==> src/rtl/cparcel_pkg.sv <==
package cparcel_pkg;

   localparam int PARCEL_W = 16;
   localparam int FIELD_W  = 3;
   localparam int OP_W     = 5;

   typedef enum logic [OP_W-1:0] {
      OP_NONE   = 5'd0,
      OP_ADD    = 5'd1,
      OP_SUB    = 5'd2,
      OP_CMPL   = 5'd3,
      OP_CMPW   = 5'd4,
      OP_SLD    = 5'd5,
      OP_SRD    = 5'd6,
      OP_SRAD   = 5'd7,
      OP_AND    = 5'd8,
      OP_NAND   = 5'd9,
      OP_OR     = 5'd10,
      OP_NOR    = 5'd11,
      OP_MR     = 5'd12,
      OP_XOR    = 5'd13,
      OP_EQV    = 5'd14,
      OP_NOT    = 5'd15,
      OP_EXTSW  = 5'd16,
      OP_EXTSB  = 5'd17,
      OP_EXTSH  = 5'd18,
      OP_CNTLZ  = 5'd19,
      OP_CNTTZ  = 5'd20,
      OP_POPCNT = 5'd21,
      OP_CBANK  = 5'd22
   } alu_op_e;

   // parcel split, most significant field first
   typedef struct packed {
      logic               wide;   // bit 15
      logic               alt;    // bit 14, alternate full-form encoding
      logic [FIELD_W-1:0] fd;     // bits 13:11
      logic [3:0]         grp;    // bits 10:7, major and minor
      logic [FIELD_W-1:0] fb;     // bits 6:4
      logic [FIELD_W-1:0] fa;     // bits 3:1
      logic               cont;   // bit 0
   } parcel_t;

   localparam logic [3:0] GRP_ADD = 4'b0100;
   localparam logic [3:0] GRP_SUB = 4'b0101;
   localparam logic [3:0] GRP_CMP = 4'b0110;
   localparam logic [3:0] GRP_AND = 4'b1000;
   localparam logic [3:0] GRP_NND = 4'b1001;
   localparam logic [3:0] GRP_OR  = 4'b1010;
   localparam logic [3:0] GRP_NOR = 4'b1011;

endpackage

==> src/rtl/cparcel_split.sv <==
module cparcel_split
   import cparcel_pkg::*;
#(
   parameter int W = 16
) (
   input  logic [W-1:0] parcel,
   input  logic         mode16,
   output parcel_t      f,
   output logic         ra_nil,
   output logic         alt_on
);
   generate
      if (W != $bits(parcel_t)) begin : g_bad_width
         $error("cparcel_split: parcel width must match the field layout");
      end
   endgenerate

   assign f      = parcel_t'(parcel);
   assign ra_nil = (f.fa == '0);
   assign alt_on = mode16 & f.alt;
endmodule

==> src/rtl/cparcel_core.sv <==
module cparcel_core
   import cparcel_pkg::*;
(
   input  parcel_t            f,
   input  logic               mode16,
   input  logic               ra_nil,
   input  logic               alt_on,
   output alu_op_e            op,
   output logic               illegal,
   output logic               ra_zero,
   output logic               cr_we,
   output logic [FIELD_W-1:0] cr_field,
   output logic [FIELD_W-1:0] rt
);
   alu_op_e sel;
   logic    bad;

   always_comb begin
      sel = OP_NONE;
      bad = 1'b0;
      unique case (f.grp)
         GRP_ADD: begin
            if (alt_on)      sel = OP_SLD;
            else if (!ra_nil) sel = OP_ADD;
            else if (mode16) sel = OP_CBANK;
            else             bad = 1'b1;
         end
         GRP_SUB: begin
            if (alt_on) sel = ra_nil ? OP_SRAD : OP_SRD;
            else        sel = OP_SUB;
         end
         GRP_CMP: sel = alt_on ? OP_CMPW : OP_CMPL;
         GRP_AND: begin
            if (alt_on) begin
               if (ra_nil) sel = OP_EXTSB;
               else        bad = 1'b1;
            end else if (!ra_nil) sel = OP_AND;
            else if (mode16)      sel = OP_EXTSW;
            else                  bad = 1'b1;
         end
         GRP_NND: begin
            if (alt_on) begin
               if (ra_nil) sel = OP_CNTTZ;
               else        bad = 1'b1;
            end else if (!ra_nil) sel = OP_NAND;
            else if (mode16)      sel = OP_CNTLZ;
            else                  bad = 1'b1;
         end
         GRP_OR: begin
            if (alt_on) begin
               if (ra_nil) bad = 1'b1;
               else        sel = OP_XOR;
            end else if (!ra_nil) sel = OP_OR;
            else if (mode16)      sel = OP_POPCNT;
            else                  bad = 1'b1;
         end
         GRP_NOR: begin
            if (alt_on)      sel = ra_nil ? OP_EXTSH : OP_EQV;
            else if (ra_nil) sel = OP_NOT;
            else             sel = mode16 ? OP_NOR : OP_MR;
         end
         default: sel = OP_NONE;
      endcase
   end

   always_comb begin
      ra_zero  = 1'b0;
      cr_we    = 1'b0;
      cr_field = '0;
      unique case (sel)
         OP_SUB: begin
            ra_zero = ra_nil;
            cr_we   = 1'b1;
         end
         OP_CMPL, OP_CMPW: begin
            ra_zero  = ra_nil;
            cr_we    = 1'b1;
            cr_field = mode16 ? f.fd : '0;
         end
         OP_SLD, OP_SRD, OP_SRAD: cr_we = 1'b1;
         default: cr_we = 1'b0;
      endcase
   end

   assign op      = sel;
   assign illegal = bad;
   assign rt      = mode16 ? f.fd : f.fb;
endmodule

==> src/rtl/cparcel_bank.sv <==
module cparcel_bank #(
   parameter int W         = 3,
   parameter int INIT      = 0,
   parameter bit ASYNC_RST = 1'b1
) (
   input  logic         clk,
   input  logic         rst_n,
   input  logic         load,
   input  logic [W-1:0] d,
   output logic [W-1:0] q
);
   localparam logic [W-1:0] RESET_VAL = W'(INIT);

   generate
      if (INIT < 0 || INIT >= (1 << W)) begin : g_bad_init
         $error("cparcel_bank: INIT does not fit in W bits");
      end
      if (ASYNC_RST) begin : g_async
         always_ff @(posedge clk or negedge rst_n) begin
            if (!rst_n)    q <= RESET_VAL;
            else if (load) q <= d;
         end
      end else begin : g_sync
         always_ff @(posedge clk) begin
            if (!rst_n)    q <= RESET_VAL;
            else if (load) q <= d;
         end
      end
   endgenerate
endmodule

==> src/rtl/cparcel_alu_dec.sv <==
module cparcel_alu_dec
   import cparcel_pkg::*;
#(
   parameter int PARCEL_W  = 16,
   parameter int REG_W     = 3,
   parameter int BANK_W    = 3,
   parameter int BANK_INIT = 0,
   parameter bit ASYNC_RST = 1'b1
) (
   input  logic                clk,
   input  logic                rst_n,
   input  logic                valid,
   input  logic                mode16,
   input  logic [PARCEL_W-1:0] parcel,
   output logic [OP_W-1:0]     op,
   output logic [REG_W-1:0]    rt,
   output logic [REG_W-1:0]    ra,
   output logic [REG_W-1:0]    rb,
   output logic                ra_zero,
   output logic                cr_we,
   output logic [REG_W-1:0]    cr_field,
   output logic                illegal,
   output logic                bank_wr,
   output logic [BANK_W-1:0]   bank
);
   generate
      if (PARCEL_W != cparcel_pkg::PARCEL_W || REG_W != FIELD_W || BANK_W != FIELD_W) begin : g_bad_cfg
         $error("cparcel_alu_dec: widths are fixed by the parcel layout");
      end
   endgenerate

   parcel_t f;
   logic    ra_nil;
   logic    alt_on;
   alu_op_e sel;

   cparcel_split #(.W(PARCEL_W)) u_split (
      .parcel (parcel),
      .mode16 (mode16),
      .f      (f),
      .ra_nil (ra_nil),
      .alt_on (alt_on)
   );

   cparcel_core u_core (
      .f        (f),
      .mode16   (mode16),
      .ra_nil   (ra_nil),
      .alt_on   (alt_on),
      .op       (sel),
      .illegal  (illegal),
      .ra_zero  (ra_zero),
      .cr_we    (cr_we),
      .cr_field (cr_field),
      .rt       (rt)
   );

   assign op      = sel;
   assign ra      = f.fa;
   assign rb      = f.fb;
   assign bank_wr = valid & (sel == OP_CBANK);

   cparcel_bank #(.W(BANK_W), .INIT(BANK_INIT), .ASYNC_RST(ASYNC_RST)) u_bank (
      .clk   (clk),
      .rst_n (rst_n),
      .load  (bank_wr),
      .d     (f.fb),
      .q     (bank)
   );
endmodule

==> config.mk <==
export PLATFORM = sky130hd
export DESIGN_NAME = cparcel_alu_dec
export DESIGN_NICKNAME = d
export VERILOG_FILES = /design/src/rtl/cparcel_pkg.sv /design/src/rtl/cparcel_split.sv /design/src/rtl/cparcel_core.sv /design/src/rtl/cparcel_bank.sv /design/src/rtl/cparcel_alu_dec.sv
export SDC_FILE = /design/constraint.sdc
export NUM_CORES = 1
export LEC_CHECK = 0
export ABC_AREA = 0
export BUFFER_PORTS_ARGS = -buffer_cell sky130_fd_sc_hd__buf_4
export CORE_UTILIZATION = 39
export DETAILED_ROUTE_END_ITERATION = 6
export PLACE_DENSITY = 0.73
export SLEW_MARGIN = 25
export SYNTH_ARGS = -nofsm -noshare
export SYNTH_HDL_FRONTEND = slang
export SYNTH_SLANG_ARGS = --single-unit
==> constraint.sdc <==
create_clock -name clk -period 8.5 [get_ports clk]
set_input_delay 2.55 -clock clk [delete_from_list [all_inputs] [get_ports clk]]
set_output_delay 2.55 -clock clk [all_outputs]
set_load 0.01 [all_outputs]
==> out/metrics.cfg, run 1 <==
[outcome]
outcome = finished clean

[sta]
finalClockSkew_ns = 0
fin_setup_tns_ns = 0
fmax_mhz = 146
finalHoldViolCount = 0
slew_headroom_pct = 60.3
slew_viol_final = 0
rsz0062_at_grt = false
final.min_clock_period_ns = 6.86
fin_crit_sh_pct = 80.7
setup_viol = 0
worst_pin_slew_ns = 0.593

[critical_path]
startpoint_type = primary input
worst-setup-path-type = primary input to primary output
critPathMaxFanout = 9
cp_cell_sequence = buf_4 > nor3_2 > nand2_1 > a21oi_4 > o2111ai_4 > nor2b_1 > nor4b_1 > buf_4
critPathMaxStageDelay_ns = 0.51
critPathCaptureType = primary output
cp.required_ns = 5.95
crit_top_cell = buf_4
critPathTopFamily = simple AND/OR/NAND/NOR gates
startpoint = parcel[2]
slowest_stage = nor3_2
worst-path-buf-inv = 2
r2r_start = u_bank.q[0]
worstPathArrival_ns = 4.31

[finish]
top_register = u_bank.q
reg_top3 = u_bank.q x3
diodes = 0
final_cell_mix = 41 x buf_4, 15 x nor2_1, 10 x nand2_1, 10 x o21ai_0, 7 x inv_1
drive_gt1_share_pct = 41.1
final_nets = 162
final_common_cell = buf_4
area_delta_synth_final_pct = 35.7
largest_reg_flops = 3
final_cell_area_sq_um = 1070

[placed_design]
dpl.hpwl_mm = 1.75
gp_congestion = 0.807
place_area_sq_um = 1040
portBuffers = 41

[logic_synthesis]
synth_edf_count = 0
synthFlopType = dfrtp_1
syn_avg_cell_area_sq_um = 7.28
syn_area_sq_um = 786
syn_nets = 128
ys_ff_latch = 3
syn_inst = 108
synth-seq-area-share_pct = 9.55
ys_warn_count = 0
yosysUniqueCellTypes = 44
async_reset_ff_share_pct = 100

[global_route]
grt_overflow = 0
grt_pass1_vias = 774
grt_pass1_wl_mm = 3.39
antenna_found_initial = 0
grt_max_degree = 17
grt_usage_pct = 21.4

[clocking]
cts_num_sinks = 3
cts_hold_buf = 0
clock-root-buffer = clkbuf_4
h-tree-depth = 1
cts_resized = 0
clk_path_buf_depth = 2
clkLatencyLatePin_ns = 0.24
cts_buffers = 3
clkTransAtPathRegs_ns = 0.04
cts_tree = built
post-cts-setup-buffers = 0

[die]
rows = 15
initial_core_util_pct = 43.6
core_sq_um = 1800
die_w_um = 46.9
die_h_um = 46.9
die_area_sq_um = 2200
io_pins = 44

[route]
wl_per_cell_um = 13.3
first_pass_iters = 4
drc_errors = 0
num_vias = 929
drtIter0Drc = 24
ant_nets = 0
routed_via_density = 5.60
wirelength_mm = 2.21

[pwr]
power.leakage_nw = 0.501
power.density_nw_per_um2 = 77.2
ir_worst_vdd_uv = 50.0

[flow_run]
maxCapViolations = 0

[worst_hold_path]
min_path_type = flip-flop to flip-flop
min_from = u_bank.q[2]

-- layer usage --
metal	GRT usage, %	wire length (um)	up-vias
met5	0	0	-
met2	36.7	1180	31
met4	8.00	11	0
met3	1.92	71	2
met1	27.8	941	448
li1	-	-	448
-- report_power, final --
part | total [mW] | internal [mW] | leakage (nW) | switching [mW]
Combinational | 0.0421 | 0.0196 | 0.444 | 0.0225
Clock | 0.0258 | 0.0176 | 0.0150 | 0.00818
Sequential | 0.0145 | 0.0144 | 0.0419 | 0.0000320
-- cell families after synthesis --
kind of cell / count (synthesis) / synth area share [%]
and+or+nand+nor: 48 / 35.5
AOI/OAI and AO/OA: 34 / 35.4
buffers and inverters: 19 / 14.2
muxes: 3 / 4.30
DFF: 3 / 9.55
xor gates and xnor gates: 1 / 1.11
-- metrics by stage --
step / cells / setup WS, ns / hold WS (ns) / utilization (%) / power, mW
2_1_floorplan: 108 / 1.81 / 0.529 / - / 0.0409
3_3_place_gp: 162 / 1.65 / 0.468 / 57.7 / 0.0558
3_5_place_dp: 162 / 1.64 / 0.477 / 57.7 / 0.0567
4_1_cts: 166 / 1.63 / 0.485 / 59.2 / 0.0826
5_1_grt: 166 / 1.53 / 0.504 / 59.2 / 0.0871
6_report: 166 / 1.64 / 0.481 / 59.2 / 0.0823
-- cell usage after synthesis, types with 3 or more instances --
| cell type | count | area, sq um |
|---|---|---|
| nand3_1 | 3 | 15.0 |
| inv_1 | 7 | 26.3 |
| mux2_1 | 3 | 33.8 |
| dfrtp_1 | 3 | 75.1 |
| buf_4 | 6 | 45.0 |
| nand2_1 | 10 | 37.5 |
| o21ai_0 | 10 | 50.1 |
| nor2_1 | 15 | 56.3 |
| a21oi_1 | 6 | 30.0 |
-- area by class of cell --
class	count	area, sq um
Fill cell	195	736
Multi-Input combinational cell	86	599
Timing Repair Buffer	41	308
Sequential cell	3	75.1
Tap cell	25	31.3
Clock buffer	4	26.3
Inverter	7	26.3
-- final timing paths --
check,end,slack (ns),depth (start not counted)
setup / recovery,bank_wr,1.64,8
hold / removal,u_bank.q[2],0.48,1
setup reg to reg,u_bank.q[0],7.72,1
hold reg to reg,u_bank.q[2],0.48,1
max in group asynchronous,u_bank.q[0],6.31,1
min in group asynchronous,u_bank.q[1],2.09,1
No activity file was read; power rests on OpenSTA's default activity.
==> run 2, diff against run 1 <==
--- a/config.mk
+++ b/config.mk
@@ -9,7 +9,7 @@
 export BUFFER_PORTS_ARGS = -buffer_cell sky130_fd_sc_hd__buf_4
 export CORE_UTILIZATION = 39
 export DETAILED_ROUTE_END_ITERATION = 6
-export PLACE_DENSITY = 0.73
+export PLACE_DENSITY = 0.76
 export SLEW_MARGIN = 25
 export SYNTH_ARGS = -nofsm -noshare
 export SYNTH_HDL_FRONTEND = slang
==> constraint.sdc (replaced) <==
create_clock -name clk -period 6.1 [get_ports clk]
set_input_delay 1.83 -clock clk [delete_from_list [all_inputs] [get_ports clk]]
set_output_delay 1.83 -clock clk [all_outputs]
set_load 0.01 [all_outputs]
==> out/metrics.cfg, run 2 (synthesis results as in run 1) <==
[sta]
finalHoldViolCount = 0  ; unchanged
setup_viol = 0  ; unchanged
finalClockSkew_ns = 0  ; unchanged
rsz0062_at_grt = false  ; unchanged
final.min_clock_period_ns = 5.39
slew_headroom_pct = 61.2  ; was 60.3%
slew_viol_final = 0  ; unchanged
fin_crit_sh_pct = 88.4
fmax_mhz = 186
fin_setup_tns_ns = 0  ; unchanged
worst_pin_slew_ns = 0.579  ; was 0.593 ns

[pwr]
ir_worst_vdd_uv = 58.9  ; was 50.0 uV
swShare_pct = 36.4  ; was 37.2%
clkPwrFrac_pct = 30.3  ; was 31.4%
total_power_mw = 0.113  ; was 0.0823 mW
p_seq_share_pct = 17.8  ; was 17.6%
p_int_mw = 0.0719  ; was 0.0517 mW
power_switching_mw = 0.0411  ; was 0.0307 mW
comb_power_share_pct = 51.9  ; was 51.1%
power.density_nw_per_um2 = 106  ; was 77.2 nW/um^2
power.leakage_nw = 0.501  ; unchanged

[clocking]
h-tree-depth = 1  ; unchanged
post-cts-setup-buffers = 0  ; unchanged
clk_path_buf_depth = 2  ; unchanged
clock-root-buffer = clkbuf_4  ; unchanged
clkLatencyLatePin_ns = 0.23  ; was 0.24 ns
clkTransAtPathRegs_ns = 0.04  ; about the same
cts_hold_buf = 0  ; unchanged
cts_resized = 0  ; unchanged
cts_num_sinks = 3  ; unchanged
cts_buffers = 3  ; unchanged
cts_tree = built  ; unchanged

[die]
io_pins = 44  ; unchanged
rows = 15  ; unchanged
die_area_sq_um = 2200  ; unchanged
initial_core_util_pct = 43.6  ; unchanged
die_w_um = 46.9  ; unchanged
die_h_um = 46.9  ; unchanged
core_sq_um = 1800  ; unchanged

[global_route]
grt_usage_pct = 20.2  ; was 21.4%
grt_max_degree = 17  ; unchanged
grt_pass1_wl_mm = 3.31  ; was 3.39 mm
grt_pass1_vias = 799  ; was 774
grt_overflow = 0  ; unchanged
antenna_found_initial = 0  ; unchanged

[route]
wirelength_mm = 2.15  ; was 2.21 mm
drc_errors = 0  ; unchanged
drtIter0Drc = 24  ; unchanged
ant_nets = 0  ; unchanged
first_pass_iters = 4  ; unchanged
routed_via_density = 5.52  ; was 5.60
wl_per_cell_um = 12.9  ; was 13.3 um
num_vias = 916  ; was 929

[placed_design]
dpl.hpwl_mm = 1.69  ; was 1.75 mm
gp_congestion = 0.906  ; was 0.807
portBuffers = 41  ; unchanged

[critical_path]
critPathCaptureType = primary output  ; unchanged
critPathMaxFanout = 7  ; was 9
crit_top_cell = buf_4  ; unchanged
worst-path-buf-inv = 2  ; unchanged
slowest_stage = or4_4  ; was nor3_2
worst-setup-path-type = primary input to primary output  ; unchanged
critPathMaxStageDelay_ns = 0.55  ; was 0.51 ns
cp_cell_sequence = buf_4 > or3_1 > or4_4 > o211ai_4 > a22oi_1 > nor3_1 > buf_4  ; was buf_4 > nor3_2 > nand2_1 > a21oi_4 > o2111ai_4 > nor2b_1 > nor4b_1 > buf_4
cp.required_ns = 4.27  ; was 5.95 ns
worstPathArrival_ns = 3.56  ; was 4.31 ns
startpoint_type = primary input  ; unchanged
critPathTopFamily = simple AND/OR/NAND/NOR gates  ; unchanged

[finish]
largest_reg_flops = 3  ; unchanged
drive_gt1_share_pct = 41.1  ; unchanged
final_nets = 162  ; unchanged
num-fill-cells = 187  ; was 195
final_common_cell = buf_4  ; unchanged
final_cell_mix = 41 x buf_4, 15 x nor2_1, 10 x nand2_1, 10 x o21ai_0, 7 x inv_1  ; unchanged
diodes = 0  ; unchanged
area_delta_synth_final_pct = 35.7  ; unchanged
top_register = u_bank.q  ; unchanged
reg_top3 = u_bank.q x3  ; unchanged

[flow_run]
maxCapViolations = 0  ; unchanged

[worst_hold_path]
min_path_type = flip-flop to flip-flop  ; unchanged

[outcome]
outcome = finished clean  ; unchanged

run 2: metrics by stage:
stage | instance area [sq um] | std cells | util, % | setup slack (ns) | hold WS (ns)
floorplan | 786 | 108 | - | 0.851 | 0.529
global route | 1070 | 166 | 59.2 | 0.600 | 0.507
global placement | 1040 | 162 | 57.7 | 0.719 | 0.469
CTS | 1070 | 166 | 59.2 | 0.710 | 0.489
detailed placement | 1040 | 162 | 57.7 | 0.720 | 0.481
finish | 1070 | 166 | 59.2 | 0.710 | 0.487
run 2: metal layers:
layer  vias to the layer above  global-route usage, %  routed length [um]
li1                        449                      -                   -
met1                       423                   27.0                 881
met2                        44                   34.2                1110
met3                         0                   2.31                 153
met4                         0                   5.71                   0
met5                         -                      0                   0
run 2: path summary, 6_finish.rpt:
kind	cells after the start	slack [ns]	end	from
worst max-delay path	7	0.71	ra_zero	parcel[2]
worst min-delay path	1	0.49	u_bank.q[1]	u_bank.q[1]
worst max register to register	1	5.31	u_bank.q[2]	u_bank.q[2]
worst min register to register	1	0.49	u_bank.q[1]	u_bank.q[1]
max in group asynchronous	1	4.62	u_bank.q[0]	rst_n
min in group asynchronous	1	1.38	u_bank.q[2]	rst_n
run 2: cell type report:
| type | instances | area, sq um | area share [%] |
|---|---|---|---|
| multi-input combinational | 86 | 599 | 56.2 |
| timing repair buffer | 41 | 308 | 28.9 |
| sequential | 3 | 75.1 | 7.04 |
| tap | 25 | 31.3 | 2.93 |
| clock buffer | 4 | 26.3 | 2.46 |
| inverter | 7 | 26.3 | 2.46 |
run 2: power groups by stage:
stage               Combinational [mW]  Sequential [mW]  Clock, mW
global route                    0.0639           0.0201     0.0378
global placement                0.0573           0.0204          0
finish                          0.0587           0.0202     0.0342
detailed placement              0.0583           0.0204          0
floorplan                       0.0365           0.0205          0
CTS                             0.0584           0.0202     0.0350
==> run 3, diff against run 2 <==
--- a/config.mk
+++ b/config.mk
@@ -7,9 +7,9 @@
 export LEC_CHECK = 0
 export ABC_AREA = 0
 export BUFFER_PORTS_ARGS = -buffer_cell sky130_fd_sc_hd__buf_4
-export CORE_UTILIZATION = 39
+export CORE_UTILIZATION = 30
 export DETAILED_ROUTE_END_ITERATION = 6
-export PLACE_DENSITY = 0.76
+export PLACE_DENSITY = 0.61
 export SLEW_MARGIN = 25
 export SYNTH_ARGS = -nofsm -noshare
 export SYNTH_HDL_FRONTEND = slang
==> out/metrics.cfg, run 3 (synthesis results as in run 1) <==
[outcome]
outcome = finished clean  ; unchanged

[clocking]
clk_path_buf_depth = 2  ; unchanged
h-tree-depth = 1  ; unchanged
cts_num_sinks = 3  ; unchanged
cts_hold_buf = 0  ; unchanged
cts_tree = built  ; unchanged
clkTransAtPathRegs_ns = 0.04  ; about the same
clkLatencyLatePin_ns = 0.23  ; about the same
clock-root-buffer = clkbuf_4  ; unchanged
cts_resized = 0  ; unchanged
cts_buffers = 3  ; unchanged
post-cts-setup-buffers = 0  ; unchanged

[finish]
area_delta_synth_final_pct = 37.4  ; was 35.7%
final_common_cell = buf_4  ; unchanged
num-fill-cells = 273  ; was 187
final_nets = 163  ; was 162
diodes = 0  ; unchanged
finish.utilization_pct = 43.6  ; was 59.2%
drive_gt1_share_pct = 41.5  ; was 41.1%
reg_top3 = u_bank.q x3  ; unchanged
final_cell_mix = 42 x buf_4, 15 x nor2_1, 10 x nand2_1, 10 x o21ai_0, 7 x inv_1  ; was 41 x buf_4, 15 x nor2_1, 10 x nand2_1, 10 x o21ai_0, 7 x inv_1
largest_reg_flops = 3  ; unchanged
top_register = u_bank.q  ; unchanged
fin_cells = 172  ; was 166

[route]
wirelength_mm = 2.19  ; was 2.15 mm
first_pass_iters = 4  ; unchanged
drtIter0Drc = 24  ; unchanged
ant_nets = 0  ; unchanged
routed_via_density = 5.20  ; was 5.52
drc_errors = 0  ; unchanged
wl_per_cell_um = 12.7  ; was 12.9 um
num_vias = 894  ; was 916

[pwr]
p_seq_share_pct = 17.5  ; was 17.8%
comb_power_share_pct = 51.3  ; was 51.9%
power.density_nw_per_um2 = 106  ; about the same
power.leakage_nw = 0.506  ; was 0.501 nW
swShare_pct = 37.1  ; was 36.4%
p_int_mw = 0.0723  ; was 0.0719 mW
ir_worst_vdd_uv = 68.3  ; was 58.9 uV
power_switching_mw = 0.0427  ; was 0.0411 mW
clkPwrFrac_pct = 31.1  ; was 30.3%

[die]
core_sq_um = 2480  ; was 1800 sq um
io_pins = 44  ; unchanged
rows = 18  ; was 15
die_h_um = 53.2  ; was 46.9 um
die_w_um = 53.2  ; was 46.9 um
die_area_sq_um = 2830  ; was 2200 sq um
initial_core_util_pct = 31.7  ; was 43.6%

[critical_path]
worstPathArrival_ns = 3.57  ; was 3.56 ns
cp.required_ns = 4.27  ; about the same
slowest_stage = or4_4  ; unchanged
startpoint_type = primary input  ; unchanged
worst-path-buf-inv = 2  ; unchanged
crit_top_cell = buf_4  ; unchanged
worst-setup-path-type = primary input to primary output  ; unchanged
cp_cell_sequence = buf_4 > nand2b_1 > or4_4 > a21oi_4 > o2111ai_4 > nor2b_1 > nor4b_1 > buf_4  ; was buf_4 > or3_1 > or4_4 > o211ai_4 > a22oi_1 > nor3_1 > buf_4
critPathTopFamily = simple AND/OR/NAND/NOR gates  ; unchanged
critPathCaptureType = primary output  ; unchanged
critPathMaxStageDelay_ns = 0.46  ; was 0.55 ns
critPathMaxFanout = 6  ; was 7

[flow_run]
maxCapViolations = 0  ; unchanged

[sta]
rsz0062_at_grt = false  ; unchanged
finalClockSkew_ns = 0  ; unchanged
finalHoldViolCount = 0  ; unchanged
slew_viol_final = 0  ; unchanged
final.min_clock_period_ns = 5.40  ; was 5.39 ns
worst_pin_slew_ns = 0.509  ; was 0.579 ns
fin_setup_tns_ns = 0  ; unchanged
setup_viol = 0  ; unchanged
fin_ws_ns = 0.700  ; was 0.710 ns
slew_headroom_pct = 66.1  ; was 61.2%
fmax_mhz = 185  ; was 186 MHz
fin_crit_sh_pct = 88.5  ; was 88.4%

[worst_hold_path]
min_path_type = flip-flop to flip-flop  ; unchanged

[global_route]
grt_pass1_wl_mm = 3.37  ; was 3.31 mm
antenna_found_initial = 0  ; unchanged
grt_max_degree = 17  ; unchanged
grt_usage_pct = 16.3  ; was 20.2%
grt_pass1_vias = 725  ; was 799
grt_overflow = 0  ; unchanged

[placed_design]
dpl.hpwl_mm = 1.72  ; was 1.69 mm
placed_cells = 168  ; was 162
portBuffers = 41  ; unchanged
gp_congestion = 0.831  ; was 0.906
pre_cts_ws_ns = 0.707  ; was 0.720 ns

==> run 3: changes by cell type in the layout (fill, tap and decap cells not counted), sizes merged <==
cell  change
buf       +1
==> run 3: final timing paths <==
check                      slack (ns)   startpoint  cells after the start          end
hold / removal                   0.48  u_bank.q[0]                      1  u_bank.q[0]
max in group asynchronous        4.63        rst_n                      1  u_bank.q[0]
min in group asynchronous        1.38        rst_n                      1  u_bank.q[2]
setup / recovery                 0.70   parcel[10]                      8      bank_wr
hold reg to reg                  0.48  u_bank.q[0]                      1  u_bank.q[0]
setup reg to reg                 5.32  u_bank.q[1]                      1  u_bank.q[1]
==> run 3: power groups by stage <==
| stage | clock network, mW | logic (mW) | registers [mW] |
|---|---|---|---|
| CTS | 0.0378 | 0.0592 | 0.0201 |
| global route | 0.0398 | 0.0646 | 0.0201 |
| finish | 0.0358 | 0.0590 | 0.0201 |
| detailed placement | 0 | 0.0591 | 0.0204 |
| floorplan | 0 | 0.0365 | 0.0205 |
| global placement | 0 | 0.0582 | 0.0204 |
==> run 3: cell type report <==
type	instances	area, sq um	share of cell area (%)
inverter	7	26.3	2.43
clock buffer	4	26.3	2.43
multi-input combinational	86	599	55.5
sequential	3	75.1	6.95
timing repair buffer	42	315	29.2
tap	30	37.5	3.48
==> run 3: metrics by stage <==
| step | instance area (sq um) | hold slack [ns] | power, mW |
|---|---|---|---|
| 2_1_floorplan | 786 | 0.529 | 0.0570 |
| 3_3_place_gp | 1050 | 0.476 | 0.0786 |
| 3_5_place_dp | 1050 | 0.477 | 0.0795 |
| 4_1_cts | 1080 | 0.486 | 0.117 |
| 5_1_grt | 1080 | 0.508 | 0.124 |
| 6_report | 1080 | 0.479 | 0.115 |
==> run 3: routing by layer <==
metal  track usage, %  vias to the layer above  routed length, um
met2             24.3                       37               1020
met3             3.45                        0                132
li1                 -                      449                  -
met5                0                        -                  0
met4             2.63                        0                  0
met1             23.8                      408               1030
